## src/rtl/dw_queue.sv

```systemverilog
module dw_queue #(
  parameter int AW = 32,
  parameter int DW = 32,
  parameter int DEPTH = 4,
  parameter int SHORT_LOG = 24,
  parameter int LONG_LOG = 32
) (
  input  logic            clk,
  input  logic            rst_n,
  input  logic            req_valid,
  input  logic [3:0]      req_cmd,
  input  logic [AW-1:0]   req_addr,
  input  logic            req_apar,
  input  logic [DW/8-1:0] req_be_n,
  input  logic [DW-1:0]   req_data,
  input  logic            req_dpar,
  input  logic            req_multi,
  output logic            resp_valid,
  output logic [1:0]      resp_code,
  input  logic            order_ok,
  output logic            tgt_req,
  output logic [3:0]      tgt_cmd,
  output logic [AW-1:0]   tgt_addr,
  output logic            tgt_apar,
  output logic [DW/8-1:0] tgt_be_n,
  output logic [DW-1:0]   tgt_data,
  output logic            tgt_dpar,
  input  logic            tgt_done,
  input  logic [1:0]      tgt_term,
  input  logic            cfg_long_limit,
  input  logic            serr_en,
  output logic            sys_err,
  output logic            serr_o,
  output logic            q_full,
  output logic            q_empty
);
  localparam int PW = (DEPTH > 1) ? $clog2(DEPTH) : 1;
  localparam int BW = DW / 8;
  localparam int CW = LONG_LOG + 1;
  localparam logic [3:0] CMD_IOW = 4'b0011;
  localparam logic [3:0] CMD_CFW = 4'b1011;
  localparam logic [1:0] ST_PEND = 2'd0, ST_FLY = 2'd1, ST_DONE = 2'd2;

  logic [3:0]    q_cmd  [DEPTH];
  logic [AW-1:0] q_addr [DEPTH];
  logic          q_apar [DEPTH];
  logic [BW-1:0] q_be   [DEPTH];
  logic [DW-1:0] q_data [DEPTH];
  logic          q_dpar [DEPTH];
  logic [DEPTH-1:0] q_vld, hit;
  logic [PW-1:0] rd_ptr, wr_ptr;
  logic [PW:0]   count;
  logic [1:0]    hstate;
  logic [CW-1:0] rcnt, limit;
  logic [DW-1:0] mask;

  logic is_dw, any_hit, head_match, push, accept, pop;
  logic t_ok, t_retry, t_err, lim_hit, drop, issue;

  assign is_dw = (req_cmd == CMD_IOW) || (req_cmd == CMD_CFW);

  for (genvar b = 0; b < BW; b++) begin : g_mask
    assign mask[8*b +: 8] = {8{~req_be_n[b]}};
  end

  for (genvar i = 0; i < DEPTH; i++) begin : g_ent
    assign hit[i] = q_vld[i] && q_addr[i] == req_addr && q_cmd[i] == req_cmd;
    always_ff @(posedge clk) begin
      if (!rst_n) begin
        q_vld[i]  <= 1'b0;
        q_cmd[i]  <= '0;
        q_addr[i] <= '0;
        q_apar[i] <= 1'b0;
        q_be[i]   <= '0;
        q_data[i] <= '0;
        q_dpar[i] <= 1'b0;
      end else if (push && wr_ptr == PW'(i)) begin
        q_vld[i]  <= 1'b1;
        q_cmd[i]  <= req_cmd;
        q_addr[i] <= req_addr;
        q_apar[i] <= req_apar;
        q_be[i]   <= req_be_n;
        q_data[i] <= req_data;
        q_dpar[i] <= req_dpar;
      end else if (pop && rd_ptr == PW'(i)) begin
        q_vld[i] <= 1'b0;
      end
    end
  end

  assign q_full  = (count == (PW+1)'(DEPTH));
  assign q_empty = (count == '0);
  assign any_hit = |hit;
  assign head_match = hit[rd_ptr] && hstate == ST_DONE && q_be[rd_ptr] == req_be_n &&
                      ((q_data[rd_ptr] ^ req_data) & mask) == '0;
  assign push   = req_valid && is_dw && !any_hit && !q_full;
  assign accept = req_valid && is_dw && head_match;

  assign t_ok    = tgt_req && tgt_done && tgt_term == 2'b00;
  assign t_retry = tgt_req && tgt_done && tgt_term == 2'b01;
  assign t_err   = tgt_req && tgt_done && tgt_term[1];
  assign limit   = cfg_long_limit ? (CW'(1) << LONG_LOG) : (CW'(1) << SHORT_LOG);
  assign lim_hit = t_retry && (rcnt + CW'(1) == limit);
  assign drop    = t_err || lim_hit;
  assign pop     = accept || drop;
  assign issue   = !q_empty && hstate == ST_PEND && order_ok;

  assign tgt_cmd  = q_cmd[rd_ptr];
  assign tgt_addr = q_addr[rd_ptr];
  assign tgt_apar = q_apar[rd_ptr];
  assign tgt_be_n = q_be[rd_ptr];
  assign tgt_data = q_data[rd_ptr];
  assign tgt_dpar = q_dpar[rd_ptr];
  assign serr_o   = sys_err && serr_en;

  always_ff @(posedge clk) begin
    if (!rst_n) begin
      resp_valid <= 1'b0;
      resp_code  <= 2'b00;
      sys_err    <= 1'b0;
      tgt_req    <= 1'b0;
      hstate     <= ST_PEND;
      rcnt       <= '0;
      count      <= '0;
      rd_ptr     <= '0;
      wr_ptr     <= '0;
    end else begin
      resp_valid <= req_valid && is_dw;
      resp_code  <= !(req_valid && is_dw) ? 2'b00 : accept ? {1'b1, req_multi} : 2'b01;
      sys_err    <= drop;
      if (issue) tgt_req <= 1'b1;
      else if (t_ok || drop) tgt_req <= 1'b0;
      if (pop) hstate <= ST_PEND;
      else if (issue) hstate <= ST_FLY;
      else if (t_ok) hstate <= ST_DONE;
      if (pop) rcnt <= '0;
      else if (t_retry) rcnt <= rcnt + CW'(1);
      count <= count + (PW+1)'(push) - (PW+1)'(pop);
      if (push) wr_ptr <= (wr_ptr == PW'(DEPTH-1)) ? '0 : wr_ptr + PW'(1);
      if (pop)  rd_ptr <= (rd_ptr == PW'(DEPTH-1)) ? '0 : rd_ptr + PW'(1);
    end
  end
endmodule


```

## config.mk

```make
export PLATFORM = sky130hd
export DESIGN_NAME = dw_queue
export DESIGN_NICKNAME = d
export VERILOG_FILES = /design/src/rtl/dw_queue.sv
export SDC_FILE = /design/constraint.sdc
export NUM_CORES = 1
export LEC_CHECK = 0
export ABC_AREA = 0
export BUFFER_PORTS_ARGS = -buffer_cell sky130_fd_sc_hd__buf_2
export CORE_ASPECT_RATIO = 0.75
export CORE_UTILIZATION = 43
export DETAILED_ROUTE_END_ITERATION = 7
export PLACE_DENSITY = 0.68
export SKIP_CTS_REPAIR_TIMING = 1
export SLEW_MARGIN = 5
export SYNTH_ARGS = -nofsm -noshare
export SYNTH_HDL_FRONTEND = slang
export SYNTH_SLANG_ARGS = --single-unit
```

## constraint.sdc

```tcl
create_clock -name clk -period 3.86 [get_ports clk]
set_input_delay 0.386 -clock clk [delete_from_list [all_inputs] [get_ports clk]]
set_output_delay 0.386 -clock clk [all_outputs]
set_load 0.02 [all_outputs]
```

==> reports/qor.yml, run 1 <==
portBuffers: 165
required_ps: 4290
placed_cell_area_mm2: 0.01943
grt_usage: 0.2328
skew_ps: 42.18
viasPerCell: 5.838
numCtsBuffers: 38
overflow: 0
drt_iter0_markers: 1364
rows: 64
power_density_mw_per_mm2: 421.7
ioPinCount: 166
end_kind: "flop"
fin_crit_ps: 3705
critPathKind: "reg -> reg"
reg2reg_to: "count[1]"
tritoncts: "yes"
die-height_um: 179.0
rsz0062_at_grt: "no"
holdPathStages: 3
slowest_delay_ps: 670
fmax_mhz: 269.9
hold_path_class: "in -> reg"
outcome: "complete, no violations"
grt_max_degree: 133
yosys_warnings: 0
drt_first_pass_iters: 8
place_congestion: 0.9362
r2r_slack_ps: 160
grt_first_pass_wirelength_mm: 74.45
clockBufferDepth: 3
die_width_um: 238.0
crit_slowest_cell: "or4b_2"
finalMaxSlewViolations: 0
cts_sinks: 349
yosys-top-cells-area: "edfxtp_1 (49%), mux4_2 (9.3%), and3_1 (7.9%), xnor2_1 (7.7%), dfxtp_1 (6.1%)"
synth_top_cell_by_area: "edfxtp_1"
synth-edff-count: 294
fillers: 3571
root_buffer: "clkbuf_16"
grt_pass1_vias: 11740
fin_crit_sh: 0.9597
setup_violations: 0
critPathBufInv: 2
leakage_nw: 8.164
slew_headroom: 0.2382
fp.dieArea_mm2: 0.04261
synth_cells: 1410
drt_wl_total_mm: 50.59
min_from: "req_multi"
dp.cells: 2050
ys_ff_latch: 349
crit_arrival_ps: 4130
area_delta_synth_final_pct: 15.21
synth_top_area_share: 0.4914
worstPathCellList: "ha_2 -> nand3_2 -> buf_4 -> o21ai_0 -> or4b_2 -> nor4_4 -> nand4_1 -> o31a_4 -> nand2b_2 -> ha_1 -> inv_1 -> ha_1 -> fa_1 -> and2_1"
drc_errors: 0
insertion_delay_ps: 560
cts.clk_slew.worst_paths_ps: 60
finalInstanceArea_mm2: 0.02070
ant_nets: 0
nNetsFinal: 1626
path_max_fanout: 8
antenna_found_initial: 8
layout-drive-gt1-share: 0.2349
htreeDepth: 2
worst_pin_slew_ps: 1143
maxCapViolCount: 0
worst_r2r_startpoint: "rcnt[0]"
rr_worst_depth: 14
vias: 12400
hpwlAfterDp_mm: 32.48
cp-start-kind: "flop"
synth_ff_type: "edfxtp_1"
ys_types: 61
syn_area_mm2: 0.01796
layoutNonFillerInstCount: 2124
wl_per_cell_um: 23.82
hold_path_end: "resp_code[0]"
total_power_mw: 8.727
ys_async_sr_fraction: 0
ys_seq_area_frac: 0.5527
critPathMostFrequentCell: "ha_1"
timing.final.hold_violations: 0
crit_family: "simple AND/OR/NAND/NOR gates"
core_area_mm2: 0.04100
fin_tns_setup_ps: 0
syn-mean-instance-area_um2: 12.74
start_util: 0.4382
ir_worst_vdd_mv: 0.2621
worst min-delay path: cells and delay by family:
kind	cells	cell delay [ps]
buffers and inverters	2	140
AOI/OAI and AO/OA	1	60
kinds of logic (layout without fill, tap and decap cells):
kind of cell / after synthesis / after routing / synth area share
and+or+nand+nor: 542 / 542 / 0.1777
DFF: 349 / 349 / 0.5527
xor gates and xnor gates: 223 / 223 / 0.1087
buffers and inverters: 150 / 295 / 0.03482
muxes: 81 / 81 / 0.09674
AOI/OAI and AO/OA: 51 / 51 / 0.01957
adders and majority gates: 13 / 13 / 0.009472
other: 1 / 9 / 0.0002087
registers in the layout, summed over array words and instances (netlist names), named ones only:
signal      cells
q_dpar          4
resp_valid      1
tgt_req         1
q_vld           4
sys_err         1
rd_ptr          2
count           3
q_addr        128
q_be           16
q_data        128
q_apar          4
q_cmd          16
wr_ptr          2
resp_code       2
rcnt           33
hstate          2
report_power, final:
part / internal [mW] / switching [mW] / leakage [nW]
registers: 4.21 / 0.0706 / 3.48
clock network: 2.04 / 1.54 / 0.589
logic: 0.310 / 0.554 / 4.09
layer usage:
layer  track usage  routed length [µm]
met1        0.3445               21990
met5             0                  45
met3       0.05543                5160
met2        0.3388               22090
met4       0.06677                1292
placed cells by master, fill, tap and decap left out, types with 30 or more instances in the layout:
cell	instances
nor2_1	62
nand4_1	41
nand3_1	30
and2_1	75
dfxtp_1	53
mux4_2	74
xnor2_1	157
buf_2	164
xor2_1	66
clkbuf_16	39
buf_4	41
edfxtp_1	294
and3_1	226
how the worst max path moves through the flow:
stage | startpoint | endpoint | slack, ps | depth (start not counted)
CTS | flop | count[1] | 40 | 13
finish | rcnt[0] | count[1] | 160 | 14
global placement | flop | count[1] | 40 | 13
detailed placement | flop | count[1] | 70 | 13
global route | rcnt[1] | count[1] | 7 | 14
floorplan | rcnt[0] | count[1] | 50 | 15
through the flow:
step,setup slack (ps),hold WS (ps),util
after floorplan,51.55,447.3,-
after global placement,41.09,465.2,0.4739
after detailed placement,65.49,473.5,0.4739
after CTS,39.25,88.19,0.5035
after global routing,6.967,109.3,0.5047
final,155.4,107.8,0.5048
cell type report:
class	count	area (µm²)	area share
tap	561	701.9	0.03391
timing repair buffer	212	1269	0.06130
clock buffer	55	1086	0.05247
multi-input combinational	914	7512	0.3630
sequential	349	9937	0.4801
antenna	5	12.51	0.0006045
clock inverter	14	126.4	0.006106
inverter	14	52.55	0.002539
synthesized netlist by cell type (all sizes together), types with 14 or more instances:
library cell    n
and2           78
and3          227
buf            21
clkbuf        115
dfxtp          55
edfxtp        294
inv            14
mux4           74
nand2          28
nand3          31
nand4          42
nor2           63
nor4           28
xnor2         157
xor2           66
(Power assumes the default switching activity.)
==> run 2: changes to the inputs <==
CORE_MARGIN = 3   (was unset)
==> run 2 against run 1 <==
Effect of this change: maximum frequency down 1.1%; critical path type unchanged; power is 1.9% higher; sequential share of layout area about the same; critical endpoint unchanged; wire length about the same; non-clock buffer count down 3; critical path depth down 1; sequential cell count unchanged.
==> reports/qor.yml, run 2 (same netlist as run 1, synthesis figures left out) <==
outcome: "complete, no violations"
critPathBufInv: 1
tritoncts: "yes"
worst-path-stages: 13
fin_crit_sh: 0.9701
hpwlAfterDp_mm: 33.14
clockBufferDepth: 3
crit_family: "simple AND/OR/NAND/NOR gates"
viasPerCell: 5.779
post-route-util: 0.5053
fin_tns_setup_ps: 0
grt_usage: 0.2232
drt_iter0_markers: 1593
finalMaxSlewViolations: 0
cts_sinks: 349
nNetsFinal: 1624
grt_first_pass_wirelength_mm: 75.42
slew_headroom: 0.3350
fin_hold_ws_ps: 94.47
overflow: 0
maxCapViolCount: 0
area_delta_synth_final_pct: 15.32
drt_first_pass_iters: 5
numCtsBuffers: 39
rows: 64
crit_slowest_cell: "or4_1"
grt_pass1_vias: 11910
ir_worst_vdd_mv: 0.2759
layout-drive-gt1-share: 0.2364
vias: 12260
critPathMostFrequentCell: "ha_1"
cp-start-kind: "flop"
dp_slack_ps: 66.33
leakage_nw: 8.179
portBuffers: 165
required_ps: 4290
die-height_um: 183.0
setup_violations: 0
end_kind: "flop"
antenna_found_initial: 11
skew_ps: 26.16
path_max_fanout: 4
insertion_delay_ps: 550
layout_common_cells: "edfxtp_1 (294), and3_1 (226), buf_2 (164)"
ioPinCount: 166
worst_pin_slew_ps: 997.5
dp.cells: 2046
holdPathStages: 3
reg_top3: "q_addr (128), q_data (128), rcnt (33)"
drt_wl_total_mm: 50.55
htreeDepth: 2
rr_worst_depth: 13
crit_arrival_ps: 4180
critPathKind: "reg -> reg"
fp.dieArea_mm2: 0.04429
ant_nets: 0
root_buffer: "clkbuf_16"
hold_path_class: "in -> reg"
cts.clk_slew.worst_paths_ps: 60
rsz0062_at_grt: "no"
mostFrequentLayoutCell: "edfxtp_1"
core_area_mm2: 0.04100
start_util: 0.4382
power_density_mw_per_mm2: 429.3
wl_per_cell_um: 23.82
timing.final.hold_violations: 0
worstPathCellList: "ha_2 -> nand3_2 -> or3_4 -> or4_1 -> a2111oi_2 -> nand4_1 -> o31a_4 -> nand2b_2 -> ha_1 -> inv_1 -> ha_1 -> fa_1 -> and2_1"
die_width_um: 242.0
grt_max_degree: 122
drc_errors: 0
layoutNonFillerInstCount: 2122
setup_ws_ps: 115.6
place_congestion: 0.9334
fin_crit_ps: 3744
fmax_mhz: 267.1
slowest_delay_ps: 510
run 2: changes by cell type in the layout (fill, tap and decap cells not counted), moves of 2 or more:
| cell | delta |
|---|---|
| nor4_4 | -2 |
| nor4_2 | +2 |
| clkbuf_8 | -5 |
| bufinv_16 | +4 |
| clkinv_1 | +2 |
| clkinv_2 | +2 |
| dfxtp_2 | +4 |
| dfxtp_1 | -4 |
| buf_4 | -3 |
run 2: power breakdown:
part | leakage [nW] | total, mW | internal, mW | switching (mW)
combinational | 4.08 | 0.862 | 0.310 | 0.551
sequential | 3.48 | 4.28 | 4.21 | 0.0701
clock | 0.617 | 3.75 | 2.21 | 1.54
run 2: area by class of cell:
type / count / area [µm²]
multi-input cells: 914 / 7495
diodes: 4 / 10.01
clock inverters: 22 / 256.5
clock buffers: 49 / 1013
well taps: 561 / 701.9
fillers: 3604 / 20280
repair buffers: 209 / 1246
inverters: 14 / 52.55
flip-flops and latches: 349 / 9942
run 2: worst paths after layout:
check | slack, ps | startpoint | endpoint
worst min-delay path | 90 | req_multi | resp_code[0]
worst max register to register | 120 | rcnt[0] | count[1]
worst max-delay path | 120 | rcnt[0] | count[1]
worst min register to register | 500 | hstate[1] | hstate[1]
run 2: metrics by stage:
| step | cell area, µm² | power, mW |
|---|---|---|
| 2_1_floorplan | 17990 | 4.854 |
| 3_3_place_gp | 19390 | 5.200 |
| 3_5_place_dp | 19390 | 5.207 |
| 4_1_cts | 20660 | 8.930 |
| 5_1_grt | 20720 | 9.157 |
| 6_report | 20720 | 8.894 |
run 2: worst min-delay path: cells and delay by family:
| family | cells | cell delay [ps] |
|---|---|---|
| buf+inv | 2 | 130 |
| compound gates | 1 | 60 |
run 2: layer usage:
metal	vias to the layer above	track usage	share of wire
met5	-	0	0.0015
met4	12	0.06511	0.024
met3	92	0.06007	0.097
met2	593	0.3355	0.45
met1	6112	0.3198	0.43
li1	5453	-	-
==> run 3: changes to the inputs <==
ABC_AREA = 1   (was 0)
ABC_CLOCK_PERIOD_IN_PS = 3860   (was unset)
==> run 3 against run 2 <==
Effect of this change: maximum frequency rose by 7.1%; sequential cell count did not move; highest routed layer unchanged; worst setup slack improved by 250 ps; register-to-register slack improved by 250 ps; clock skew fell by 4.0 ps; first-iteration DRC count rose by 37%; sequential share of layout area fell by 5.4 points; hold slack got worse by 37 ps; clock power fell by 1%; largest power group unchanged.
==> reports/qor.yml, run 3 <==
total_power_mw: 9.271
layout-drive-gt1-share: 0.1131
required_ps: 4300
die_width_um: 259.4
power_density_mw_per_mm2: 397.4
setup_violations: 0
grt_first_pass_wirelength_mm: 108.4
fin_crit_sh: 0.9057
synth_top_area_share: 0.4262
clockBufferDepth: 3
fp.dieArea_mm2: 0.05087
area_delta_synth_final_pct: 12.64
timing.final.hold_violations: 0
portBuffers: 165
synth-edff-count: 294
overflow: 0
start_util: 0.4426
core_area_mm2: 0.04679
root_buffer: "clkbuf_16"
antenna_found_initial: 6
leakage_nw: 10.74
grt.busiest_layer: "met2"
vias: 19190
maxCapViolCount: 0
fillers: 4605
grt_max_degree: 99
fmax_mhz: 286.0
ys_types: 40
htreeDepth: 2
synth.area.mux_share: 0
slew_headroom: 0.3298
drt_first_pass_iters: 7
end_kind: "flop"
synth-compound-area-share: 0.05775
ys_async_sr_fraction: 0
netlist_top_cells_count: "nand2_1 (882), nor2_1 (544), inv_1 (302), edfxtp_1 (294), nand3_1 (160)"
place_congestion: 1.001
grt_usage: 0.2771
fin_tns_setup_ps: 0
fin_crit_ps: 3496
ys_ff_latch: 349
skew_ps: 22.15
outcome: "complete, no violations"
synth_cells: 2786
tritoncts: "yes"
drc_errors: 0
crit_arrival_ps: 3940
ys_seq_area_frac: 0.4794
hpwlAfterDp_mm: 51.72
mostFrequentLayoutCell: "nand2_1"
yosys-top-cells-area: "edfxtp_1 (43%), nand2_1 (16%), nor2_1 (9.9%), inv_1 (5.5%), dfxtp_1 (5.3%)"
synth_top_cell_by_area: "edfxtp_1"
syn_area_mm2: 0.02071
reg_top3: "q_addr (128), q_data (128), rcnt (33)"
die-height_um: 196.1
synth_ff_type: "edfxtp_1"
nNetsFinal: 3030
yosysMostFrequentCell: "nand2_1"
ir_worst_vdd_mv: 0.2798
use_met2: 0.4224
worst_pin_slew_ps: 1005
hold_path_class: "in -> reg"
grt_pass1_vias: 18350
cp-start-kind: "flop"
finalInstanceArea_mm2: 0.02333
wl_per_cell_um: 19.90
synthAdderAreaFrac: 0.008216
placed_cell_area_mm2: 0.02210
viasPerCell: 5.334
layout_common_cells: "nand2_1 (878), nor2_1 (544), inv_1 (302)"
synthXorXnorAreaFrac: 0.02326
numCtsBuffers: 38
yosys.area_share.simple: 0.3394
drt_wl_total_mm: 71.59
grt_util_met1: 0.3949
rsz0062_at_grt: "no"
rows: 68
ioPinCount: 166
met3_usage: 0.06156
syn-mean-instance-area_um2: 7.434
path_max_fanout: 38
critPathKind: "reg -> reg"
ant_nets: 0
r2r_slack_ps: 360
synth_top_family_by_area: "simple AND/OR/NAND/NOR gates"
cts_sinks: 349
cts.clk_slew.worst_paths_ps: 60
drt_iter0_markers: 2187
finalMaxSlewViolations: 0
insertion_delay_ps: 560
yosys_warnings: 0
## run 3: path summary, 6_finish.rpt
kind | startpoint | to | cells past startpoint
max | flop | count[1] | 19
min | req_multi | resp_code[0] | 3
max reg2reg | flop | count[1] | 19
min reg2reg | q_apar[2] | q_apar[2] | 2
## run 3: cell families after synthesis
kind of cell | Yosys count
buf+inv | 419
other cells | 1
flops | 349
xor+xnor | 55
simple gates | 1714
fa+ha+maj | 13
compound gates | 235
## run 3: per-stage QoR
stage | std cells | setup slack (ps) | utilization | hold slack (ps)
6_report | 3597 | 364.0 | 0.4986 | 57.46
5_1_grt | 3597 | 20.63 | 0.4986 | 60.42
4_1_cts | 3592 | 421.7 | 0.4983 | 40.05
3_5_place_dp | 3523 | 277.9 | 0.4722 | 475.9
3_3_place_gp | 3523 | 275.4 | 0.4722 | 463.7
2_1_floorplan | 2789 | 299.9 | - | 447.7
## run 3: cell type report
| cell class | instances | area, µm² | share of cell area |
|---|---|---|---|
| multi-input cells | 2021 | 8929 | 0.3827 |
| flip-flops and latches | 349 | 9935 | 0.4258 |
| inverters | 319 | 1201 | 0.05148 |
| clock inverters | 17 | 176.4 | 0.007562 |
| clock buffers | 52 | 1046 | 0.04483 |
| repair buffers | 204 | 1244 | 0.05331 |
| well taps | 630 | 788.3 | 0.03379 |
| diodes | 5 | 12.51 | 0.0005363 |
## run 3: worst max-delay path, stage by stage, from the launching register on
cell     delay, ps
dfxtp_2        340
buf_4          460
nand3_1        190
nand2_1        120
nand2_1         50
nand2_1         60
nand2_1         50
nor2_1         130
nand2_1         90
nand2_1        190
nand2_1         80
nor2_1         180
nand3_1        140
nand3_1        220
ha_1           280
inv_1           60
ha_1           160
fa_1           420
nand2_1         90
inv_1           40
## run 3: power by group
group / leakage, nW / total (mW) / internal [mW] / switching (mW)
clock: 0.598 / 3.70 / 2.12 / 1.58
combinational: 6.66 / 1.27 / 0.357 / 0.913
sequential: 3.48 / 4.30 / 4.22 / 0.0894
## run 3: metal layers
metal	vias up	share of wire
met3	130	0.099
li1	9134	-
met5	-	0.00018
met4	2	0.028
met2	936	0.44
met1	8985	0.44
